==> config.mk <==
export PLATFORM = sky130hd
export DESIGN_NAME = dmac_regfile
export DESIGN_NICKNAME = d
export VERILOG_FILES = /design/src/rtl/dmac_rf_pkg.sv /design/src/rtl/dmac_chan_bank.sv /design/src/rtl/dmac_port_bank.sv /design/src/rtl/dmac_regfile.sv
export SDC_FILE = /design/constraint.sdc
export NUM_CORES = 1
export LEC_CHECK = 0
export BUFFER_PORTS_ARGS = -buffer_cell sky130_fd_sc_hd__buf_4
export CAP_MARGIN = 25
export CORE_MARGIN = 2
export CORE_UTILIZATION = 55
export CTS_BUF_LIST = sky130_fd_sc_hd__clkbuf_4 sky130_fd_sc_hd__clkbuf_8 sky130_fd_sc_hd__clkbuf_16
export CTS_CLUSTER_SIZE = 14
export DETAILED_ROUTE_END_ITERATION = 10
export PLACE_DENSITY = 0.74
export SYNTH_ARGS = -nofsm -noshare
export SYNTH_HDL_FRONTEND = slang
export SYNTH_SLANG_ARGS = --single-unit
==> constraint.sdc <==
create_clock -name clk -period 3.7 [get_ports clk]
set_input_delay 0.37 -clock clk [delete_from_list [all_inputs] [get_ports clk]]
set_output_delay 0.37 -clock clk [all_outputs]
set_load 0.005 [all_outputs]
==> src/rtl/dmac_rf_pkg.sv <==
package dmac_rf_pkg;

   localparam logic [7:0] OFF_ID   = 8'h08;
   localparam logic [7:0] OFF_GCTL = 8'h10;
   localparam logic [7:0] OFF_POLL = 8'h14;
   localparam logic [7:0] OFF_CSEL = 8'h18;
   localparam logic [7:0] OFF_CTRL = 8'h1C;
   localparam logic [7:0] OFF_BASE = 8'h20;
   localparam logic [7:0] OFF_LEN  = 8'h24;
   localparam logic [7:0] OFF_STAT = 8'h28;
   localparam logic [7:0] OFF_IE   = 8'h2C;
   localparam logic [7:0] OFF_PSEL = 8'h40;
   localparam logic [7:0] OFF_PCTL = 8'h44;
   localparam logic [7:0] OFF_MASK = 8'hF4;

   typedef enum logic [3:0] {
      RK_NONE, RK_ID, RK_GCTL, RK_POLL, RK_CSEL, RK_CTRL, RK_BASE,
      RK_LEN, RK_STAT, RK_IE, RK_PSEL, RK_PCTL, RK_MASK
   } reg_kind_e;

   typedef struct packed {
      logic [1:0] weight;
      logic       tx;
      logic       on;
   } chan_ctrl_t;

   typedef struct packed {
      logic [3:0] swap;
      logic       drop;
      logic [1:0] tx_burst;
      logic [1:0] rx_burst;
   } port_cfg_t;

   function automatic reg_kind_e decode_off(input logic [7:0] off);
      case (off)
         OFF_ID:   return RK_ID;
         OFF_GCTL: return RK_GCTL;
         OFF_POLL: return RK_POLL;
         OFF_CSEL: return RK_CSEL;
         OFF_CTRL: return RK_CTRL;
         OFF_BASE: return RK_BASE;
         OFF_LEN:  return RK_LEN;
         OFF_STAT: return RK_STAT;
         OFF_IE:   return RK_IE;
         OFF_PSEL: return RK_PSEL;
         OFF_PCTL: return RK_PCTL;
         OFF_MASK: return RK_MASK;
         default:  return RK_NONE;
      endcase
   endfunction

   function automatic logic is_chan_kind(input reg_kind_e k);
      return (k == RK_POLL) || (k == RK_CTRL) || (k == RK_BASE) ||
             (k == RK_LEN)  || (k == RK_STAT) || (k == RK_IE);
   endfunction

endpackage

==> src/rtl/dmac_chan_bank.sv <==
module dmac_chan_bank
   import dmac_rf_pkg::*;
#(
   parameter int LEN_W    = 8,
   parameter int RST_CYC  = 4,
   parameter bit SET_WINS = 1'b1
) (
   input  logic             clk,
   input  logic             rst_n,
   input  logic             soft_rst,
   input  logic             wr,
   input  reg_kind_e        kind,
   input  logic [31:0]      wdata,
   input  logic [5:0]       set_pulse,
   input  logic             step,
   output logic [31:0]      rdata,
   output logic             on,
   output logic             tx,
   output logic [LEN_W-1:0] idx,
   output logic             int_req
);

   localparam int CNT_W = $clog2(RST_CYC + 1);

   chan_ctrl_t       ctrl_q;
   logic [CNT_W-1:0] rcnt_q;
   logic [31:0]      base_q;
   logic [LEN_W-1:0] len_q;
   logic [LEN_W-1:0] idx_q;
   logic             poll_en_q;
   logic             poll_div_q;
   logic [5:0]       stat_q;
   logic [5:0]       ie_q;

   logic             busy;
   logic             done;
   logic             wr_ctrl;
   logic [5:0]       clr_mask;
   logic [5:0]       stat_nx;
   logic [LEN_W:0]   idx_inc;

   assign busy     = (rcnt_q != '0);
   assign done     = (rcnt_q == CNT_W'(1));
   assign wr_ctrl  = wr && (kind == RK_CTRL);
   assign clr_mask = (wr && (kind == RK_STAT)) ? wdata[6:1] : 6'd0;
   assign idx_inc  = {1'b0, idx_q} + (LEN_W+1)'(1);

   generate
      if (SET_WINS) begin : g_set_wins
         assign stat_nx = (stat_q & ~clr_mask) | set_pulse;
      end else begin : g_clr_wins
         assign stat_nx = (stat_q | set_pulse) & ~clr_mask;
      end
   endgenerate

   always_ff @(posedge clk or negedge rst_n) begin
      if (!rst_n) begin
         ctrl_q     <= '0;
         rcnt_q     <= '0;
         base_q     <= '0;
         len_q      <= '0;
         idx_q      <= '0;
         poll_en_q  <= 1'b0;
         poll_div_q <= 1'b0;
         stat_q     <= '0;
         ie_q       <= '0;
      end else if (soft_rst) begin
         ctrl_q     <= '0;
         rcnt_q     <= '0;
         base_q     <= '0;
         len_q      <= '0;
         idx_q      <= '0;
         poll_en_q  <= 1'b0;
         poll_div_q <= 1'b0;
         stat_q     <= '0;
         ie_q       <= '0;
      end else begin
         if (wr_ctrl && wdata[1]) begin
            rcnt_q <= CNT_W'(RST_CYC);
         end else if (busy) begin
            rcnt_q <= rcnt_q - CNT_W'(1);
         end

         if (done) begin
            ctrl_q.on <= 1'b0;
         end
         if (wr_ctrl) begin
            ctrl_q.on     <= wdata[0];
            ctrl_q.tx     <= wdata[8];
            ctrl_q.weight <= wdata[17:16];
         end

         stat_q <= done ? 6'd0 : stat_nx;

         if (done) begin
            idx_q <= '0;
         end else if (step) begin
            idx_q <= (idx_inc >= {1'b0, len_q}) ? '0 : idx_inc[LEN_W-1:0];
         end

         if (wr && (kind == RK_BASE)) base_q <= wdata;
         if (wr && (kind == RK_LEN))  len_q  <= wdata[LEN_W-1:0];
         if (wr && (kind == RK_IE))   ie_q   <= wdata[6:1];
         if (wr && (kind == RK_POLL)) begin
            poll_en_q  <= wdata[31];
            poll_div_q <= wdata[6];
         end
      end
   end

   always_comb begin
      rdata = '0;
      case (kind)
         RK_CTRL: begin
            rdata[0]     = ctrl_q.on;
            rdata[1]     = busy;
            rdata[8]     = ctrl_q.tx;
            rdata[17:16] = ctrl_q.weight;
         end
         RK_POLL: begin
            rdata[31] = poll_en_q;
            rdata[6]  = poll_div_q;
         end
         RK_BASE: rdata              = base_q;
         RK_LEN:  rdata[LEN_W-1:0]   = len_q;
         RK_STAT: rdata[6:1]         = stat_q;
         RK_IE:   rdata[6:1]         = ie_q;
         default: rdata              = '0;
      endcase
   end

   assign on      = ctrl_q.on;
   assign tx      = ctrl_q.tx;
   assign idx     = idx_q;
   assign int_req = |(stat_q & ie_q);

endmodule

==> src/rtl/dmac_port_bank.sv <==
module dmac_port_bank
   import dmac_rf_pkg::*;
(
   input  logic        clk,
   input  logic        rst_n,
   input  logic        soft_rst,
   input  logic        wr,
   input  logic [31:0] wdata,
   output logic [31:0] rdata
);

   port_cfg_t cfg_q;

   always_ff @(posedge clk or negedge rst_n) begin
      if (!rst_n) begin
         cfg_q <= '0;
      end else if (soft_rst) begin
         cfg_q <= '0;
      end else if (wr) begin
         cfg_q.rx_burst <= wdata[3:2];
         cfg_q.tx_burst <= wdata[5:4];
         cfg_q.drop     <= wdata[6];
         cfg_q.swap     <= wdata[11:8];
      end
   end

   always_comb begin
      rdata        = '0;
      rdata[3:2]   = cfg_q.rx_burst;
      rdata[5:4]   = cfg_q.tx_burst;
      rdata[6]     = cfg_q.drop;
      rdata[11:8]  = cfg_q.swap;
   end

endmodule

==> src/rtl/dmac_regfile.sv <==
module dmac_regfile
   import dmac_rf_pkg::*;
#(
   parameter int       ADDR_W   = 8,
   parameter int       NCH      = 4,
   parameter int       NPORT    = 2,
   parameter int       LEN_W    = 8,
   parameter int       RST_CYC  = 4,
   parameter bit [4:0] REV      = 5'h03,
   parameter bit       SET_WINS = 1'b1
) (
   input  logic                   clk,
   input  logic                   rst_n,
   input  logic [ADDR_W-1:0]      bus_addr,
   input  logic                   bus_we,
   input  logic [31:0]            bus_wdata,
   output logic [31:0]            bus_rdata,
   input  logic [NCH*6-1:0]       stat_set,
   input  logic [NCH-1:0]         desc_step,
   output logic [NCH-1:0]         ch_on,
   output logic [NCH-1:0]         ch_tx,
   output logic [NCH*LEN_W-1:0]   desc_idx,
   output logic                   irq
);

   localparam int CSEL_W = 7;
   localparam int PSEL_W = 4;
   localparam logic [31:0] ID_WORD =
      {5'd0, 7'(NCH), 4'(NPORT), 11'd0, REV};

   generate
      if (ADDR_W < 8)               begin : g_bad_addr  $error("ADDR_W below 8");       end
      if (NCH < 1 || NCH > 127)     begin : g_bad_nch   $error("NCH out of 1..127");    end
      if (NPORT < 1 || NPORT > 15)  begin : g_bad_nport $error("NPORT out of 1..15");   end
      if (LEN_W < 1 || LEN_W > 32)  begin : g_bad_len   $error("LEN_W out of 1..32");   end
      if (RST_CYC < 1)              begin : g_bad_rst   $error("RST_CYC below 1");      end
   endgenerate

   reg_kind_e          kind;
   logic               soft_rst;
   logic [CSEL_W-1:0]  csel_q;
   logic [PSEL_W-1:0]  psel_q;
   logic [NCH-1:0]     mask_q;
   logic [31:0]        chan_rd [NCH];
   logic [31:0]        port_rd [NPORT];
   logic [NCH-1:0]     chan_int;

   always_comb begin
      if (|(bus_addr >> 8)) kind = RK_NONE;
      else                  kind = decode_off(bus_addr[7:0]);
   end

   assign soft_rst = bus_we && (kind == RK_GCTL) && bus_wdata[0];

   always_ff @(posedge clk or negedge rst_n) begin
      if (!rst_n) begin
         csel_q <= '0;
         psel_q <= '0;
         mask_q <= '0;
      end else if (soft_rst) begin
         csel_q <= '0;
         psel_q <= '0;
         mask_q <= '0;
      end else if (bus_we) begin
         if (kind == RK_CSEL) csel_q <= bus_wdata[CSEL_W-1:0];
         if (kind == RK_PSEL) psel_q <= bus_wdata[PSEL_W-1:0];
         if (kind == RK_MASK) mask_q <= bus_wdata[NCH-1:0];
      end
   end

   generate
      for (genvar c = 0; c < NCH; c++) begin : g_chan
         logic hit;
         assign hit = (csel_q == CSEL_W'(c));
         dmac_chan_bank #(
            .LEN_W    (LEN_W),
            .RST_CYC  (RST_CYC),
            .SET_WINS (SET_WINS)
         ) u_bank (
            .clk       (clk),
            .rst_n     (rst_n),
            .soft_rst  (soft_rst),
            .wr        (bus_we && hit && is_chan_kind(kind)),
            .kind      (kind),
            .wdata     (bus_wdata),
            .set_pulse (stat_set[c*6 +: 6]),
            .step      (desc_step[c]),
            .rdata     (chan_rd[c]),
            .on        (ch_on[c]),
            .tx        (ch_tx[c]),
            .idx       (desc_idx[c*LEN_W +: LEN_W]),
            .int_req   (chan_int[c])
         );
      end

      for (genvar p = 0; p < NPORT; p++) begin : g_port
         dmac_port_bank u_port (
            .clk      (clk),
            .rst_n    (rst_n),
            .soft_rst (soft_rst),
            .wr       (bus_we && (kind == RK_PCTL) && (psel_q == PSEL_W'(p))),
            .wdata    (bus_wdata),
            .rdata    (port_rd[p])
         );
      end
   endgenerate

   always_comb begin
      bus_rdata = '0;
      case (kind)
         RK_ID:   bus_rdata = ID_WORD;
         RK_CSEL: bus_rdata[CSEL_W-1:0] = csel_q;
         RK_PSEL: bus_rdata[PSEL_W-1:0] = psel_q;
         RK_MASK: bus_rdata[NCH-1:0]    = mask_q;
         RK_PCTL: begin
            for (int p = 0; p < NPORT; p++) begin
               if (psel_q == PSEL_W'(p)) bus_rdata = port_rd[p];
            end
         end
         RK_POLL, RK_CTRL, RK_BASE, RK_LEN, RK_STAT, RK_IE: begin
            for (int c = 0; c < NCH; c++) begin
               if (csel_q == CSEL_W'(c)) bus_rdata = chan_rd[c];
            end
         end
         default: bus_rdata = '0;
      endcase
   end

   assign irq = |(chan_int & mask_q);

endmodule

---- Yosys cells after proc, flatten, opt, wreduce, memory -nomap -nowiden ----
Index checks and enable logic that the tools add are counted.
word-level totals
  word-level logic and storage cells ...... 370
  flip-flop bits (word level) ............. 309
  output and inout bits ................... 73
  input port bits ......................... 71
operators by class
  eq/ne operators ......................... 32
  bitwise operators ....................... 17
  reductions and logical operators ........ 99
  $add $sub $neg .......................... 8
  magnitude comparators ................... 4
  multiplexer cells ....................... 155
operators by type and width
  operator             count
  $mux 32              12
  $mux 8               24
  $mux 6               20
  $pmux 25 s3          1
  $pmux 4 s4           4
  $mux 4               14
  $mux 13              4
  $reduce_bool 2->1    26
  $mux 7               7
  $and 6x6->6          8
  $pmux 4 s12          1
  $reduce_bool 3->1    16
  $logic_and 1x1->1    41
  $pmux 1 s5           8
  $add 8x1->9 const B  4
  $ge 9x8->1           4
  $mux 3               12
  $mux 9               4
  $eq 8x5->1 const B   4
  $eq 8x6->1 const B   4
  $reduce_or 6->1      5
  $mux 12              2
  $not 6->6            4
  $or 6x6->6           4
  23 further kinds     82

---- Longest topological paths before layout ----
Gate-level depths: netlist (run 1).
  depth in word-level cells ............... 16
  gate-level depth with buffers ........... 12
  depth with buffers taken out ............ 12

---- By module ----
Synthesis (run 1) repeated with hierarchy kept, for this count alone.
unflattened totals
  cell total of the unflattened synthesis .. 2062
  area total of the unflattened synthesis .. 18497.7 um2
by module, submodules not included
  module                                  cells each  seq. area each (um2)  area an instance (um2)  times used
  dmac_chan_bank at g_chan[0].u_bank ...  409         1726.7                3706.1                  3
  dmac_chan_bank at g_chan[3].u_bank      414         1726.7                3623.5                  1
  dmac_regfile                            315         375.4                 2675.1                  1
  dmac_port_bank                          53          225.2                 540.5                   2

---- Least setup slack after synthesis (run 1) ----
No wires, ideal clock.
  kind .................................... reg2reg
  from .................................... reg g_chan[3].u_bank.idx_q[0]
  to ...................................... reg g_chan[3].u_bank.idx_q[2]
  data arrival time ....................... 2.596 ns
  slack ................................... 1.025 ns
  path buffers ............................ 1
  library setup time ...................... 0.078 ns
  clock period less this slack ............ 2.675 ns
  data required time ...................... 3.622 ns
  stages on the path, launching flop included .. 12
  path through ............................ dfrtp_1 -> nand3_1 -> nor2_1 -> nor2b_1 -> or2_2 -> ha_1 -> a21o_1 -> a21o_1 -> a221oi_1 -> clkbuf_1 -> o21ai_0 -> a21oi_1
on the way
  cells in the longest elaborated chain, start to end .. 6
ends and longest elaborated chain
  what                    RTL line              RTL
  start, declared         dmac_chan_bank.sv:29  logic [LEN_W-1:0] idx_q;
  start signal, assigned  dmac_chan_bank.sv:98  idx_q <= (idx_inc >= {1'b0, len_q}) ? '0 : idx_inc[LEN_W-1:0];
  $add 8x1->9 *           dmac_chan_bank.sv:46  assign idx_inc = {1'b0, idx_q} + (LEN_W+1)'(1);
  $ge 9x8->1              dmac_chan_bank.sv:98
  $mux 8 *                dmac_chan_bank.sv:98
  $mux 8 *                dmac_chan_bank.sv:97  end else if (step) begin
  $mux 8 *                dmac_chan_bank.sv:95  if (done) begin
  $mux 8 *                dmac_chan_bank.sv:67  end else if (soft_rst) begin
Every way passes the cells marked *; elsewhere a longest branch is shown, timed or not. The select of a mux whose other input is x is not followed.
A chain may end at the register's enable or synchronous reset.

---- Worst setup path in the final report (run 1) ----
  from .................................... reg csel_q[5]
  to ...................................... out bus_rdata[1]
on the way
  cells in the longest elaborated chain, start to end .. 6
  elaborated cells between the ends (all ways) .. 9
  classes of those cells .................. 3 x eq/ne; 5 x mux; 1 x reduce/logical
ends and longest elaborated chain
  what                    RTL line             RTL
  start, declared         dmac_regfile.sv:41   logic [CSEL_W-1:0] csel_q;
  start signal, assigned  dmac_regfile.sv:65   if (kind == RK_CSEL) csel_q <= bus_wdata[CSEL_W-1:0];
  $logic_not 7->1         dmac_regfile.sv:122  if (csel_q == CSEL_W'(c)) bus_rdata = chan_rd[c];
  $mux 32 (3 in a row)    dmac_regfile.sv:122
  $mux 32 *               dmac_regfile.sv:122
  $pmux 4 s6 *            dmac_regfile.sv:110  case (kind)
  end, declared           dmac_regfile.sv:17   output logic [31:0] bus_rdata,
Every way passes the cells marked *; elsewhere a longest branch is shown, timed or not.

==> summary.txt, run 1 <==
Power
  – Combinational share of power: 0.157
  – Power after layout: 8.91 mW
  – Sequential fraction of design power: 0.435
  – Leakage component of the power: 8.96 nW
  – Max IR drop VDD: 0.394 mV
  – Net switching power figure: 2.56 mW
  – Int Pwr: 6.36 mW
  – Part of the power in the clock network: 0.409
  – PwrDens: 453 mW/mm^2
  – Sw Share: 0.287

Layout
  – Layout overhead on the synthesized area: 15.0%
  – Post-layout utilization of the core: 0.643
  – Fill count: 2511
  – Commonest non-fill, non-tap cells in the layout: sky130_fd_sc_hd__dfrtp_1 (309), sky130_fd_sc_hd__nor2_1 (272), sky130_fd_sc_hd__mux2i_1 (197)
  – Post-layout instance count excluding filler cells: 2302
  – Most frequent standard cell in the layout excluding fill and tap cells: sky130_fd_sc_hd__dfrtp_1
  – Fraction of layout cells with a size suffix above 1: 0.170
  – Finished layout cell area: 0.0197 mm^2
  – Count of nets after finishing: 1999

Place
  – Placement Cell Area: 0.0185 mm^2
  – Detailed placement HPWL: 35.4 mm
  – Placer's final routability congestion estimate: 0.968
  – Cells after DPL: 2237
  – Number of port buffers: 143
  – Worst slack, placed: 0.412 ns

Timing
  – Max Slew Vio Count: 0
  – Setup WS post-layout: 0.113 ns
  – Post-route setup TNS: 0 ns
  – Final critical path time including I/O delays and setup: 3.59 ns
  – Final clock period utilization by the worst path: 0.970
  – Hold Violations, Final: 0
  – Hold_ws: 0.0758 ns
  – Setup repair after global routing missed its margin: false
  – Skew final: 0.0193 ns
  – Transition at the pin with the smallest max-transition slack: 1.04 ns
  – Total setup violations reported at the end of the flow: 0
  – Slew headroom: 0.303
  – Fmax: 279 MHz

Clock network
  – H-tree level count: 2
  – Clk buf depth: 3
  – Count of instances resized after the clock tree is built: 0
  – Sinks on Clock Net: 309
  – Root buffer selected by CTS: sky130_fd_sc_hd__clkbuf_16
  – Total CTS buffers: 36
  – TritonCTS clock tree: built
  – Clock latency on the worst-skew pair: 0.53 ns
  – Clock slew seen by the registers of the worst setup and hold paths: 0.06 ns

Drt
  – Routed WL: 51.7 mm
  – Antenna-violating nets left: 0
  – DRT iter0 DRCs: 1411
  – Routed wirelength normalized by instance count: 22.4 um
  – Via count of the routed design: 14375
  – First drt pass iteration count: 8
  – Routed via count divided by cell count: 6.24
  – DRC: 0

Min path
  – Worst hold path type: primary input to register
  – Hold Path Depth: 3
  – Beginning of the worst hold path: stat_set[19]
  – Hold Crit Endpoint: g_chan[3].u_bank.stat_q[1]

Floorplan
  – I/O pin cnt: 144
  – Placement row count: 64
  – Floorplan Core Area: 0.0306 mm^2
  – Die area: 0.0325 mm^2
  – Vertical die dimension: 180 um
  – Initial Utilization: 0.559
  – Chip Width: 180 um

Worst setup path
  – Critical path type: register to output pin
  – Highest-delay cell along the critical path: sky130_fd_sc_hd__or4_1
  – Capturing element type of the critical path: output pin
  – Critical path launch point type: register
  – Critical path cell sequence: or4_1 > or3_4 > nand2b_2 > o21ai_0 > or4_1 > o41a_1 > buf_4
  – Endpoint required time on the critical path: 3.33 ns
  – Internal reg-to-reg setup slack: 0.81 ns
  – Most common cell type on the critical path: sky130_fd_sc_hd__or4_1
  – Worst path arrival time: 3.22 ns
  – Maximum net fanout on the critical path: 20
  – RR Startpoint: g_chan[1].u_bank.idx[0]
  – Number of cells on the worst reg-to-reg path: 12
  – Critical register-to-register path endpoint: g_chan[1].u_bank.idx[5]
  – Crit path largest cell delay: 0.66 ns

Job
  – Max-cap violations: 0

GRT
  – Global-route wire length before repair: 81.9 mm
  – Initial antenna violation count: 2
  – Largest net degree at the start of global routing: 109
  – Overflow left after global routing: 0
  – Vias in the first global route: 14418
  – GRT Overall Usage: 0.318

Logic synthesis
  – Avg Inst Size Synth: 9.62 um^2
  – Leading cell types by total area after synthesis: sky130_fd_sc_hd__dfrtp_1 (45%), sky130_fd_sc_hd__mux2i_1 (12%), sky130_fd_sc_hd__nor2_1 (6.0%), sky130_fd_sc_hd__ha_1 (3.5%), sky130_fd_sc_hd__nand2_1 (3.3%)
  – Flip-flop cell with the highest count after synthesis: sky130_fd_sc_hd__dfrtp_1
  – Post-Synth Simple-Gate Area: 0.172
  – Largest family of logic cells by synthesized area: simple AND/OR/NAND/NOR gates
  – Compound-cell area share of the yosys netlist: 0.137
  – Share of the synthesized area in the top cell type: 0.452
  – EDFF count, synth: 0
  – Fraction of the yosys area taken by sequential cells: 0.452
  – Synth area leader: sky130_fd_sc_hd__dfrtp_1
  – Number of storage elements in the synthesis netlist: 309
  – Synth Area in XOR/XNOR: 0.00819
  – Async set-reset flop share out of synthesis: 1.00
  – Syn_nets: 1897
  – Distinct cells, synth: 70
  – Yosys warns: 0
  – Post-Synth Adder-Cell Area: 0.0351
  – Mux contribution to synthesized area: 0.141
  – Mapped Area: 0.0171 mm^2
  – Number of standard cells after synthesis: 1778

Outcome
  – Outcome: finished clean
critical path: cells and delay by family (launching register included):
kind                   cells  cell delay, ns
AND/OR/NAND/NOR            4            1.87
AO/OA/AOI/OAI              2            0.24
flip-flops                 1            0.41
buffers and inverters      1            0.16
what timing repair did:
item | in CTS | in global routing
endpoints found under the hold margin | 102 | 0
hold buffers | 1 | 0
buffers inserted | 0 | 0
power groups by stage:
stage / Clock, mW / Sequential [mW] / Combinational [mW]
after floorplan: 0 / 3.82 / 0.903
after global placement: 0 / 3.91 / 1.34
after detailed placement: 0 / 3.92 / 1.39
after CTS: 3.69 / 3.86 / 1.40
after global routing: 3.82 / 3.89 / 1.56
final: 3.64 / 3.87 / 1.40
state kept, by name (all words and copies together), names as in the netlist:
name and cells:
mask_q 4, g_chan.u_bank.tx 4, g_chan.u_bank.on 4, g_chan.u_bank.ie_q 24, g_chan.u_bank.rcnt_q 12, g_chan.u_bank.idx 32, g_chan.u_bank.base_q 128, g_chan.u_bank.len_q 32
g_chan.u_bank.stat_q 24, g_chan.u_bank.ctrl_q 8, g_chan.u_bank.poll_div_q 4, g_port.u_port.rdata 18, csel_q 7, g_chan.u_bank.poll_en_q 4, psel_q 4
cells in the mapped netlist (15+ instances only):
master                       n
sky130_fd_sc_hd__dfrtp_1   309
sky130_fd_sc_hd__nor2_1    273
sky130_fd_sc_hd__mux2i_1   197
sky130_fd_sc_hd__nand2_1   151
sky130_fd_sc_hd__a21oi_1   109
sky130_fd_sc_hd__o21ai_0    91
sky130_fd_sc_hd__a22oi_1    60
sky130_fd_sc_hd__inv_1      60
sky130_fd_sc_hd__clkbuf_1   53
sky130_fd_sc_hd__ha_1       48
sky130_fd_sc_hd__nand3_1    45
sky130_fd_sc_hd__buf_4      35
sky130_fd_sc_hd__nor2b_1    28
sky130_fd_sc_hd__and3_1     24
sky130_fd_sc_hd__buf_2      24
sky130_fd_sc_hd__o22ai_1    24
sky130_fd_sc_hd__mux4_2     18
sky130_fd_sc_hd__nor3_1     17
sky130_fd_sc_hd__or2_2      16
sky130_fd_sc_hd__xnor2_1    16
sky130_fd_sc_hd__nand2b_1   15
logic make-up (layout without fill, tap and decap cells):
group,count (synthesis),after routing
and+or+nand+nor,626,626
AOI/OAI and AO/OA,373,373
other,0,1
adders and majority gates,48,48
xor gates and xnor gates,16,16
DFF,309,309
buffers and inverters,188,315
muxes,218,218
worst max path at each step:
stage | from | to | slack (ns) | cells past startpoint
5_1_grt | csel_q[5] | bus_rdata[1] | 0.02 | 7
4_1_cts | csel_q[5] | bus_rdata[1] | 0.11 | 7
2_1_floorplan | g_chan[3].u_bank.idx[0] | g_chan[3].u_bank.idx[2] | 1.03 | 11
3_5_place_dp | bus_addr[4] | bus_rdata[2] | 0.41 | 9
6_report | csel_q[5] | bus_rdata[1] | 0.11 | 7
3_3_place_gp | bus_addr[4] | bus_rdata[2] | 0.46 | 9
metal layers:
layer	global-route usage	vias to the layer above	routed length (um)
met5	0	-	13
met4	0.120	2	1960
met3	0.0681	130	4610
met2	0.507	679	24100
met1	0.430	7103	21000
li1	-	6461	-
cell type report:
| cell class | count | area, um^2 | area share |
|---|---|---|---|
| diodes | 1 | 2.50 | 0.000127 |
| clock inverters | 10 | 119 | 0.00604 |
| well taps | 396 | 495 | 0.0252 |
| inverters | 60 | 225 | 0.0114 |
| flip-flops and latches | 309 | 7730 | 0.393 |
| repair buffers | 192 | 1550 | 0.0788 |
| multi-input cells | 1281 | 8460 | 0.430 |
| clock buffers | 53 | 1100 | 0.0558 |
(Power assumes the default switching activity.)
==> inputs of run 2 (changes only) <==
- CORE_UTILIZATION: 55 -> 60
- PLACE_DENSITY: 0.74 -> 0.8
==> run 2 against run 1 <==
Count of clock-buffer cells in the layout fell by 5. Total power is 0.94% lower. Sequential share of layout area grew 0.27 points. Sequential power barely moved. Worst hold slack worse by 0.010 ns. Flip-flop and latch count unchanged. Non-clock buffer count fell by 4. Via count is 1.3% higher. Critical path depth did not move. Largest cell class unchanged. Highest routed layer is now met4.
==> summary.txt, run 2 (synthesis gave the netlist of run 1 again) <==
GRT
  – Largest net degree at the start of global routing: 101 (was 109)
  – Vias in the first global route: 14633 (was 14418)
  – Overflow left after global routing: 0 (unchanged)
  – Initial antenna violation count: 2 (unchanged)
  – GRT Overall Usage: 0.342 (was 0.318)
  – Global-route wire length before repair: 80.9 mm (was 81.9 mm)

Power
  – Int Pwr: 6.31 mW (was 6.36 mW)
  – Combinational share of power: 0.160 (was 0.157)
  – PwrDens: 452 mW/mm^2 (was 453 mW/mm^2)
  – Max IR drop VDD: 0.422 mV (was 0.394 mV)
  – Sequential fraction of design power: 0.439 (was 0.435)
  – Leakage component of the power: 8.91 nW (was 8.96 nW)
  – Net switching power figure: 2.52 mW (was 2.56 mW)
  – Part of the power in the clock network: 0.401 (was 0.409)
  – Sw Share: 0.285 (was 0.287)

Place
  – Placer's final routability congestion estimate: 0.975 (was 0.968)
  – Detailed placement HPWL: 35.4 mm (about the same)
  – Number of port buffers: 143 (unchanged)
  – Placement Cell Area: 0.0184 mm^2 (was 0.0185 mm^2)

Clock network
  – Clock slew seen by the registers of the worst setup and hold paths: 0.06 ns (about the same)
  – H-tree level count: 2 (unchanged)
  – Count of instances resized after the clock tree is built: 0 (unchanged)
  – TritonCTS clock tree: built (unchanged)
  – Sinks on Clock Net: 309 (unchanged)
  – Clk buf depth: 3 (unchanged)
  – Clock latency on the worst-skew pair: 0.52 ns (was 0.53 ns)
  – Root buffer selected by CTS: sky130_fd_sc_hd__clkbuf_16 (unchanged)
  – Total CTS buffers: 35 (was 36)

Drt
  – First drt pass iteration count: 6 (was 8)
  – Routed wirelength normalized by instance count: 22.6 um (was 22.4 um)
  – DRC: 0 (unchanged)
  – DRT iter0 DRCs: 1674 (was 1411)
  – Routed via count divided by cell count: 6.40 (was 6.24)
  – Routed WL: 51.4 mm (was 51.7 mm)
  – Antenna-violating nets left: 0 (unchanged)
  – Via count of the routed design: 14569 (was 14375)

Layout
  – Most frequent standard cell in the layout excluding fill and tap cells: sky130_fd_sc_hd__dfrtp_1 (unchanged)
  – Max reg flops: 128 (unchanged)
  – Count of nets after finishing: 1994 (was 1999)
  – Commonest non-fill, non-tap cells in the layout: sky130_fd_sc_hd__dfrtp_1 (309), sky130_fd_sc_hd__nor2_1 (272), sky130_fd_sc_hd__mux2i_1 (197) (unchanged)
  – Finished layout cell area: 0.0195 mm^2 (was 0.0197 mm^2)
  – Fraction of layout cells with a size suffix above 1: 0.166 (was 0.170)
  – Layout overhead on the synthesized area: 14.2% (was 15.0%)
  – Register name with the most flops: g_chan.u_bank.base_q (unchanged)

Worst setup path
  – Capturing element type of the critical path: output pin (unchanged)
  – Kind of cell adding the most delay to the critical path: simple AND/OR/NAND/NOR gates (unchanged)
  – Internal reg-to-reg setup slack: 0.67 ns (was 0.81 ns)
  – Highest-delay cell along the critical path: sky130_fd_sc_hd__or4_1 (unchanged)
  – Critical path launch point type: register (unchanged)
  – Crit path largest cell delay: 0.65 ns (was 0.66 ns)
  – Crit. path cell count: 7 (unchanged)
  – Endpoint required time on the critical path: 3.33 ns (about the same)
  – Critical path type: register to output pin (unchanged)
  – Worst path arrival time: 3.23 ns (was 3.22 ns)
  – Critical path cell sequence: or4_1 > or3_4 > a221oi_1 > o21ai_0 > o31ai_1 > o211ai_1 > buf_4 (was or4_1 > or3_4 > nand2b_2 > o21ai_0 > or4_1 > o41a_1 > buf_4)
  – Number of cells on the worst reg-to-reg path: 6 (was 12)
  – Maximum net fanout on the critical path: 20 (unchanged)
  – Buffers plus inverters on the worst setup path: 1 (unchanged)

Min path
  – Worst hold path type: primary input to register (unchanged)
  – Hold Path Depth: 3 (unchanged)

Floorplan
  – Initial Utilization: 0.612 (was 0.559)
  – I/O pin cnt: 144 (unchanged)
  – Die area: 0.0299 mm^2 (was 0.0325 mm^2)
  – Chip Width: 173 um (was 180 um)
  – Placement row count: 61 (was 64)
  – Floorplan Core Area: 0.0279 mm^2 (was 0.0306 mm^2)
  – Vertical die dimension: 173 um (was 180 um)

Timing
  – Skew final: 0.0242 ns (was 0.0193 ns)
  – Final critical path time including I/O delays and setup: 3.60 ns (was 3.59 ns)
  – Hold_ws: 0.0656 ns (was 0.0758 ns)
  – Hold Violations, Final: 0 (unchanged)
  – Total setup violations reported at the end of the flow: 0 (unchanged)
  – Setup repair after global routing missed its margin: false (unchanged)
  – Max Slew Vio Count: 0 (unchanged)
  – Transition at the pin with the smallest max-transition slack: 0.909 ns (was 1.04 ns)
  – Final clock period utilization by the worst path: 0.973 (was 0.970)
  – Post-route setup TNS: 0 ns (unchanged)
  – Slew headroom: 0.389 (was 0.303)
  – Fmax: 278 MHz (was 279 MHz)

Job
  – Max-cap violations: 0 (unchanged)

Outcome
  – Outcome: finished clean (unchanged)
-- run 2: cell types whose count changed in the layout (fill, tap and decap cells not counted) --
cell	change
sky130_fd_sc_hd__buf_12	-2
sky130_fd_sc_hd__buf_4	-3
sky130_fd_sc_hd__bufinv_16	+2
sky130_fd_sc_hd__clkbuf_16	-1
sky130_fd_sc_hd__clkbuf_2	+1
sky130_fd_sc_hd__clkbuf_4	+4
sky130_fd_sc_hd__clkbuf_8	-8
sky130_fd_sc_hd__clkinv_2	-1
sky130_fd_sc_hd__clkinv_8	-1
sky130_fd_sc_hd__diode_2	+1
sky130_fd_sc_hd__inv_6	+1
-- run 2: worst paths after layout --
check	from	endpoint
hold / removal	stat_set[19]	g_chan[3].u_bank.stat_q[1]
max in group asynchronous	rst_n	g_chan[0].u_bank.tx
setup / recovery	csel_q[5]	bus_rdata[5]
min in group asynchronous	rst_n	g_chan[3].u_bank.idx[3]
hold reg to reg	g_chan[2].u_bank.base_q[19]	g_chan[2].u_bank.base_q[19]
setup reg to reg	csel_q[5]	g_chan[1].u_bank.base_q[13]
-- run 2: layout make-up --
type	count	area, um^2
diodes	2	5.00
clock buffers	48	992
clock inverters	11	166
fillers	2143	8390
inverters	60	225
multi-input cells	1281	8460
flip-flops and latches	309	7730
well taps	378	473
repair buffers	188	1490
-- run 2: power groups by stage --
| stage | combinational, mW | sequential [mW] | clock, mW |
|---|---|---|---|
| 6_report | 1.41 | 3.87 | 3.54 |
| 3_3_place_gp | 1.34 | 3.91 | 0 |
| 4_1_cts | 1.40 | 3.86 | 3.57 |
| 5_1_grt | 1.56 | 3.89 | 3.72 |
| 2_1_floorplan | 0.903 | 3.82 | 0 |
| 3_5_place_dp | 1.39 | 3.91 | 0 |
-- run 2: worst min-delay path: stages --
cell	delay, ns
sky130_fd_sc_hd__buf_4	0.08
sky130_fd_sc_hd__a21oi_1	0.03
sky130_fd_sc_hd__nor2_1	0.07
-- run 2: metrics by stage --
| stage | instances | utilization | power [mW] | setup slack [ns] |
|---|---|---|---|---|
| 6_report | 2277 | 0.700 | 8.83 | 0.0987 |
| 5_1_grt | 2277 | 0.700 | 9.17 | 0.0654 |
| 4_1_cts | 2274 | 0.699 | 8.82 | 0.119 |
| 3_5_place_dp | 2214 | 0.657 | 5.30 | 0.467 |
| 3_3_place_gp | 2214 | 0.657 | 5.25 | 0.457 |
| 2_1_floorplan | 1778 | - | 4.72 | 1.03 |
-- run 2: repair_timing --
item | CTS | global route
buffers inserted | 0 | 0
hold buffers | 1 | 0
hold endpoints to repair | 67 | 0
-- run 2: metal layers --
| layer | global-route usage | share of wire | vias to the layer above |
|---|---|---|---|
| met2 | 0.561 | 0.48 | 771 |
| met1 | 0.447 | 0.39 | 7191 |
| li1 | - | - | 6471 |
| met3 | 0.0710 | 0.095 | 136 |
| met4 | 0.138 | 0.039 | 0 |
| met5 | 0 | 0 | - |
==> inputs of run 3 (changes only) <==
- ABC_AREA: default -> 1
- TNS_END_PERCENT: default -> 100
==> run 3 against run 2 <==
Clock skew fell by 0.00090 ns. Design area down 1.3%. Clock power hardly changed. Largest power group unchanged. Routed wire length up 3.1%. Synthesized cell count up 19%. Worst hold slack worse by 0.00084 ns. Cell count increased by 15%.
==> summary.txt, run 3 <==
Layout
  – Layout overhead on the synthesized area: 15.5% (was 14.2%)
  – Finished layout cell area: 0.0193 mm^2 (was 0.0195 mm^2)
  – Fill count: 2206 (was 2143)
  – Fraction of layout cells with a size suffix above 1: 0.135 (was 0.166)
  – Most frequent standard cell in the layout excluding fill and tap cells: sky130_fd_sc_hd__nand2_1 (was sky130_fd_sc_hd__dfrtp_1)
  – Register name with the most flops: g_chan.u_bank.base_q (unchanged)
  – Max reg flops: 128 (unchanged)
  – Count of nets after finishing: 2343 (was 1994)
  – Commonest non-fill, non-tap cells in the layout: sky130_fd_sc_hd__nand2_1 (481), sky130_fd_sc_hd__dfrtp_1 (309), sky130_fd_sc_hd__nand3_1 (282) (was sky130_fd_sc_hd__dfrtp_1 (309), sky130_fd_sc_hd__nor2_1 (272), sky130_fd_sc_hd__mux2i_1 (197))
  – Antenna diode count: 0 (was 2)

Clock network
  – Clock slew seen by the registers of the worst setup and hold paths: 0.06 ns (about the same)
  – H-tree level count: 2 (unchanged)
  – Count of instances resized after the clock tree is built: 0 (unchanged)
  – Sinks on Clock Net: 309 (unchanged)
  – Root buffer selected by CTS: sky130_fd_sc_hd__clkbuf_16 (unchanged)
  – Clock latency on the worst-skew pair: 0.53 ns (was 0.52 ns)
  – Total CTS buffers: 35 (unchanged)
  – TritonCTS clock tree: built (unchanged)
  – Clk buf depth: 3 (unchanged)

Logic synthesis
  – Number of storage elements in the synthesis netlist: 309 (unchanged)
  – Leading cell types by total area after synthesis: sky130_fd_sc_hd__dfrtp_1 (46%), sky130_fd_sc_hd__nand2_1 (11%), sky130_fd_sc_hd__nand3_1 (8.5%), sky130_fd_sc_hd__o21ai_0 (5.4%), sky130_fd_sc_hd__inv_1 (3.6%) (was sky130_fd_sc_hd__dfrtp_1 (45%), sky130_fd_sc_hd__mux2i_1 (12%), sky130_fd_sc_hd__nor2_1 (6.0%), sky130_fd_sc_hd__ha_1 (3.5%), sky130_fd_sc_hd__nand2_1 (3.3%))
  – Distinct cells, synth: 46 (was 70)
  – Avg Inst Size Synth: 7.90 um^2 (was 9.62 um^2)
  – Yosys warns: 0 (unchanged)
  – Synth area leader: sky130_fd_sc_hd__dfrtp_1 (unchanged)
  – Fraction of the yosys area taken by sequential cells: 0.463 (was 0.452)
  – EDFF count, synth: 0 (unchanged)
  – Async set-reset flop share out of synthesis: 1.00 (unchanged)
  – Syn_nets: 2232 (was 1897)
  – Mapped Area: 0.0167 mm^2 (was 0.0171 mm^2)
  – Flip-flop cell with the highest count after synthesis: sky130_fd_sc_hd__dfrtp_1 (unchanged)
  – Dominant cell by count in the synthesized netlist: sky130_fd_sc_hd__nand2_1 (was sky130_fd_sc_hd__dfrtp_1)
  – Commonest cells in the netlist: sky130_fd_sc_hd__nand2_1 (481), sky130_fd_sc_hd__dfrtp_1 (309), sky130_fd_sc_hd__nand3_1 (282) (was sky130_fd_sc_hd__dfrtp_1 (309), sky130_fd_sc_hd__nor2_1 (273), sky130_fd_sc_hd__mux2i_1 (197))
  – Share of the synthesized area in the top cell type: 0.463 (was 0.452)
  – Number of standard cells after synthesis: 2113 (was 1778)

Timing
  – Setup repair after global routing missed its margin: false (unchanged)
  – Total setup violations reported at the end of the flow: 0 (unchanged)
  – Post-route setup TNS: 0 ns (unchanged)
  – Slew headroom: 0.414 (was 0.389)
  – Final critical path time including I/O delays and setup: 3.49 ns (was 3.60 ns)
  – Max Slew Vio Count: 0 (unchanged)
  – Transition at the pin with the smallest max-transition slack: 0.873 ns (was 0.909 ns)
  – Final clock period utilization by the worst path: 0.943 (was 0.973)
  – Fmax: 287 MHz (was 278 MHz)
  – Hold Violations, Final: 0 (unchanged)
  – Skew final: 0.0233 ns (was 0.0242 ns)

Drt
  – Antenna-violating nets left: 0 (unchanged)
  – Routed wirelength normalized by instance count: 20.2 um (was 22.6 um)
  – Routed via count divided by cell count: 6.22 (was 6.40)
  – Via count of the routed design: 16330 (was 14569)
  – First drt pass iteration count: 6 (unchanged)
  – DRT iter0 DRCs: 1961 (was 1674)
  – DRC: 0 (unchanged)
  – Routed WL: 53.0 mm (was 51.4 mm)

Job
  – Max-cap violations: 0 (unchanged)

Place
  – Number of port buffers: 143 (unchanged)
  – Detailed placement HPWL: 36.5 mm (was 35.4 mm)
  – Placement Cell Area: 0.0181 mm^2 (was 0.0184 mm^2)
  – Placer's final routability congestion estimate: 1.01 (was 0.975)

Worst setup path
  – Buffers plus inverters on the worst setup path: 3 (was 1)
  – Crit path largest cell delay: 0.62 ns (was 0.65 ns)
  – Worst path arrival time: 3.12 ns (was 3.23 ns)
  – Critical path type: register to output pin (unchanged)
  – Capturing element type of the critical path: output pin (unchanged)
  – Critical path cell sequence: inv_1 > nand2_1 > nor4_4 > buf_4 > nand2_1 > nand3_1 > o21ai_0 > a211oi_1 > buf_4 (was or4_1 > or3_4 > a221oi_1 > o21ai_0 > o31ai_1 > o211ai_1 > buf_4)
  – Critical path launch point type: register (unchanged)
  – Highest-delay cell along the critical path: sky130_fd_sc_hd__nor4_4 (was sky130_fd_sc_hd__or4_1)
  – Maximum net fanout on the critical path: 25 (was 20)
  – Kind of cell adding the most delay to the critical path: simple AND/OR/NAND/NOR gates (unchanged)
  – Endpoint required time on the critical path: 3.33 ns (about the same)

GRT
  – Overflow left after global routing: 0 (unchanged)
  – Vias in the first global route: 15446 (was 14633)
  – Global-route wire length before repair: 83.2 mm (was 80.9 mm)
  – GRT Overall Usage: 0.365 (was 0.342)
  – Largest net degree at the start of global routing: 94 (was 101)
  – Initial antenna violation count: 0 (was 2)

Min path
  – Worst hold path type: primary input to register (unchanged)

Power
  – Part of the power in the clock network: 0.415 (was 0.401)
  – Power after layout: 8.53 mW (was 8.83 mW)
  – Sequential fraction of design power: 0.444 (was 0.439)
  – Net switching power figure: 2.41 mW (was 2.52 mW)
  – Int Pwr: 6.12 mW (was 6.31 mW)
  – PwrDens: 442 mW/mm^2 (was 452 mW/mm^2)
  – Sw Share: 0.283 (was 0.285)
  – Combinational share of power: 0.141 (was 0.160)
  – Max IR drop VDD: 0.393 mV (was 0.422 mV)
  – Leakage component of the power: 9.39 nW (was 8.91 nW)

Floorplan
  – Initial Utilization: 0.606 (was 0.612)
  – Floorplan Core Area: 0.0276 mm^2 (was 0.0279 mm^2)
  – Die area: 0.0292 mm^2 (was 0.0299 mm^2)
  – Vertical die dimension: 171 um (was 173 um)
  – I/O pin cnt: 144 (unchanged)
  – Chip Width: 171 um (was 173 um)
  – Placement row count: 61 (unchanged)

Outcome
  – Outcome: finished clean (unchanged)
run 3: timing repair:
action                                  4_1_cts  5_1_grt
hold buffers                                  1        0
endpoints found under the setup margin        0        0
hold endpoints to repair                     87        0
buffers inserted                              0        0
run 3: cells by family (layout without fill, tap and decap cells):
logic type | after synthesis | after routing | synth area share
and+or+nand+nor | 986 | 986 | 0.264
adders and majority gates | 48 | 48 | 0.0360
xor gates and xnor gates | 26 | 26 | 0.0136
buffers and inverters | 293 | 429 | 0.0734
DFF | 309 | 309 | 0.463
AOI/OAI and AO/OA | 451 | 451 | 0.150
run 3: worst paths after layout:
check | cells past startpoint | end | start | slack [ns]
worst max-delay path | 9 | bus_rdata[30] | csel_q[3] | 0.21
worst min-delay path | 3 | g_chan[1].u_bank.stat_q[3] | stat_set[9] | 0.06
worst max register to register | 10 | g_chan[0].u_bank.idx[3] | g_chan[0].u_bank.idx[0] | 0.76
worst min register to register | 2 | g_port[1].u_port.rdata[8] | g_port[1].u_port.rdata[8] | 0.49
max in group asynchronous | 3 | g_chan[0].u_bank.base_q[7] | rst_n | 2.31
min in group asynchronous | 2 | g_chan[3].u_bank.len_q[1] | rst_n | 0.44
run 3: through the flow:
stage	util	hold slack (ns)	worst slack [ns]	std cells
floorplan	-	0.0744	1.25	2113
global placement	0.657	0.436	0.682	2564
detailed placement	0.657	0.439	0.622	2564
CTS	0.700	0.0603	0.319	2627
global route	0.700	0.0679	0.141	2627
finish	0.700	0.0648	0.212	2627
run 3: routing by layer:
metal | vias to the layer above | wire length, um | global-route usage
li1 | 7369 | - | -
met1 | 7773 | 21200 | 0.497
met2 | 977 | 23900 | 0.571
met3 | 211 | 5390 | 0.0729
met4 | 0 | 2560 | 0.162
met5 | - | 0 | 0
run 3: cell type report:
class | count | area [um^2] | share of cell area
clock inverters | 10 | 123 | 0.00636
flip-flops and latches | 309 | 7730 | 0.401
inverters | 181 | 684 | 0.0355
clock buffers | 52 | 1050 | 0.0546
well taps | 378 | 473 | 0.0245
multi-input cells | 1511 | 7740 | 0.401
repair buffers | 186 | 1480 | 0.0768
run 3: tightest hold or removal path, cell delays in order:
cell and delay (ns):
sky130_fd_sc_hd__buf_4 0.08, sky130_fd_sc_hd__a21oi_1 0.03, sky130_fd_sc_hd__nor2_1 0.07
run 3: power groups by stage:
| stage | Combinational, mW | Sequential [mW] | Clock, mW |
|---|---|---|---|
| 2_1_floorplan | 0.762 | 3.77 | 0 |
| 3_3_place_gp | 1.14 | 3.83 | 0 |
| 3_5_place_dp | 1.19 | 3.83 | 0 |
| 4_1_cts | 1.19 | 3.78 | 3.55 |
| 5_1_grt | 1.33 | 3.80 | 3.70 |
| 6_report | 1.20 | 3.78 | 3.54 |
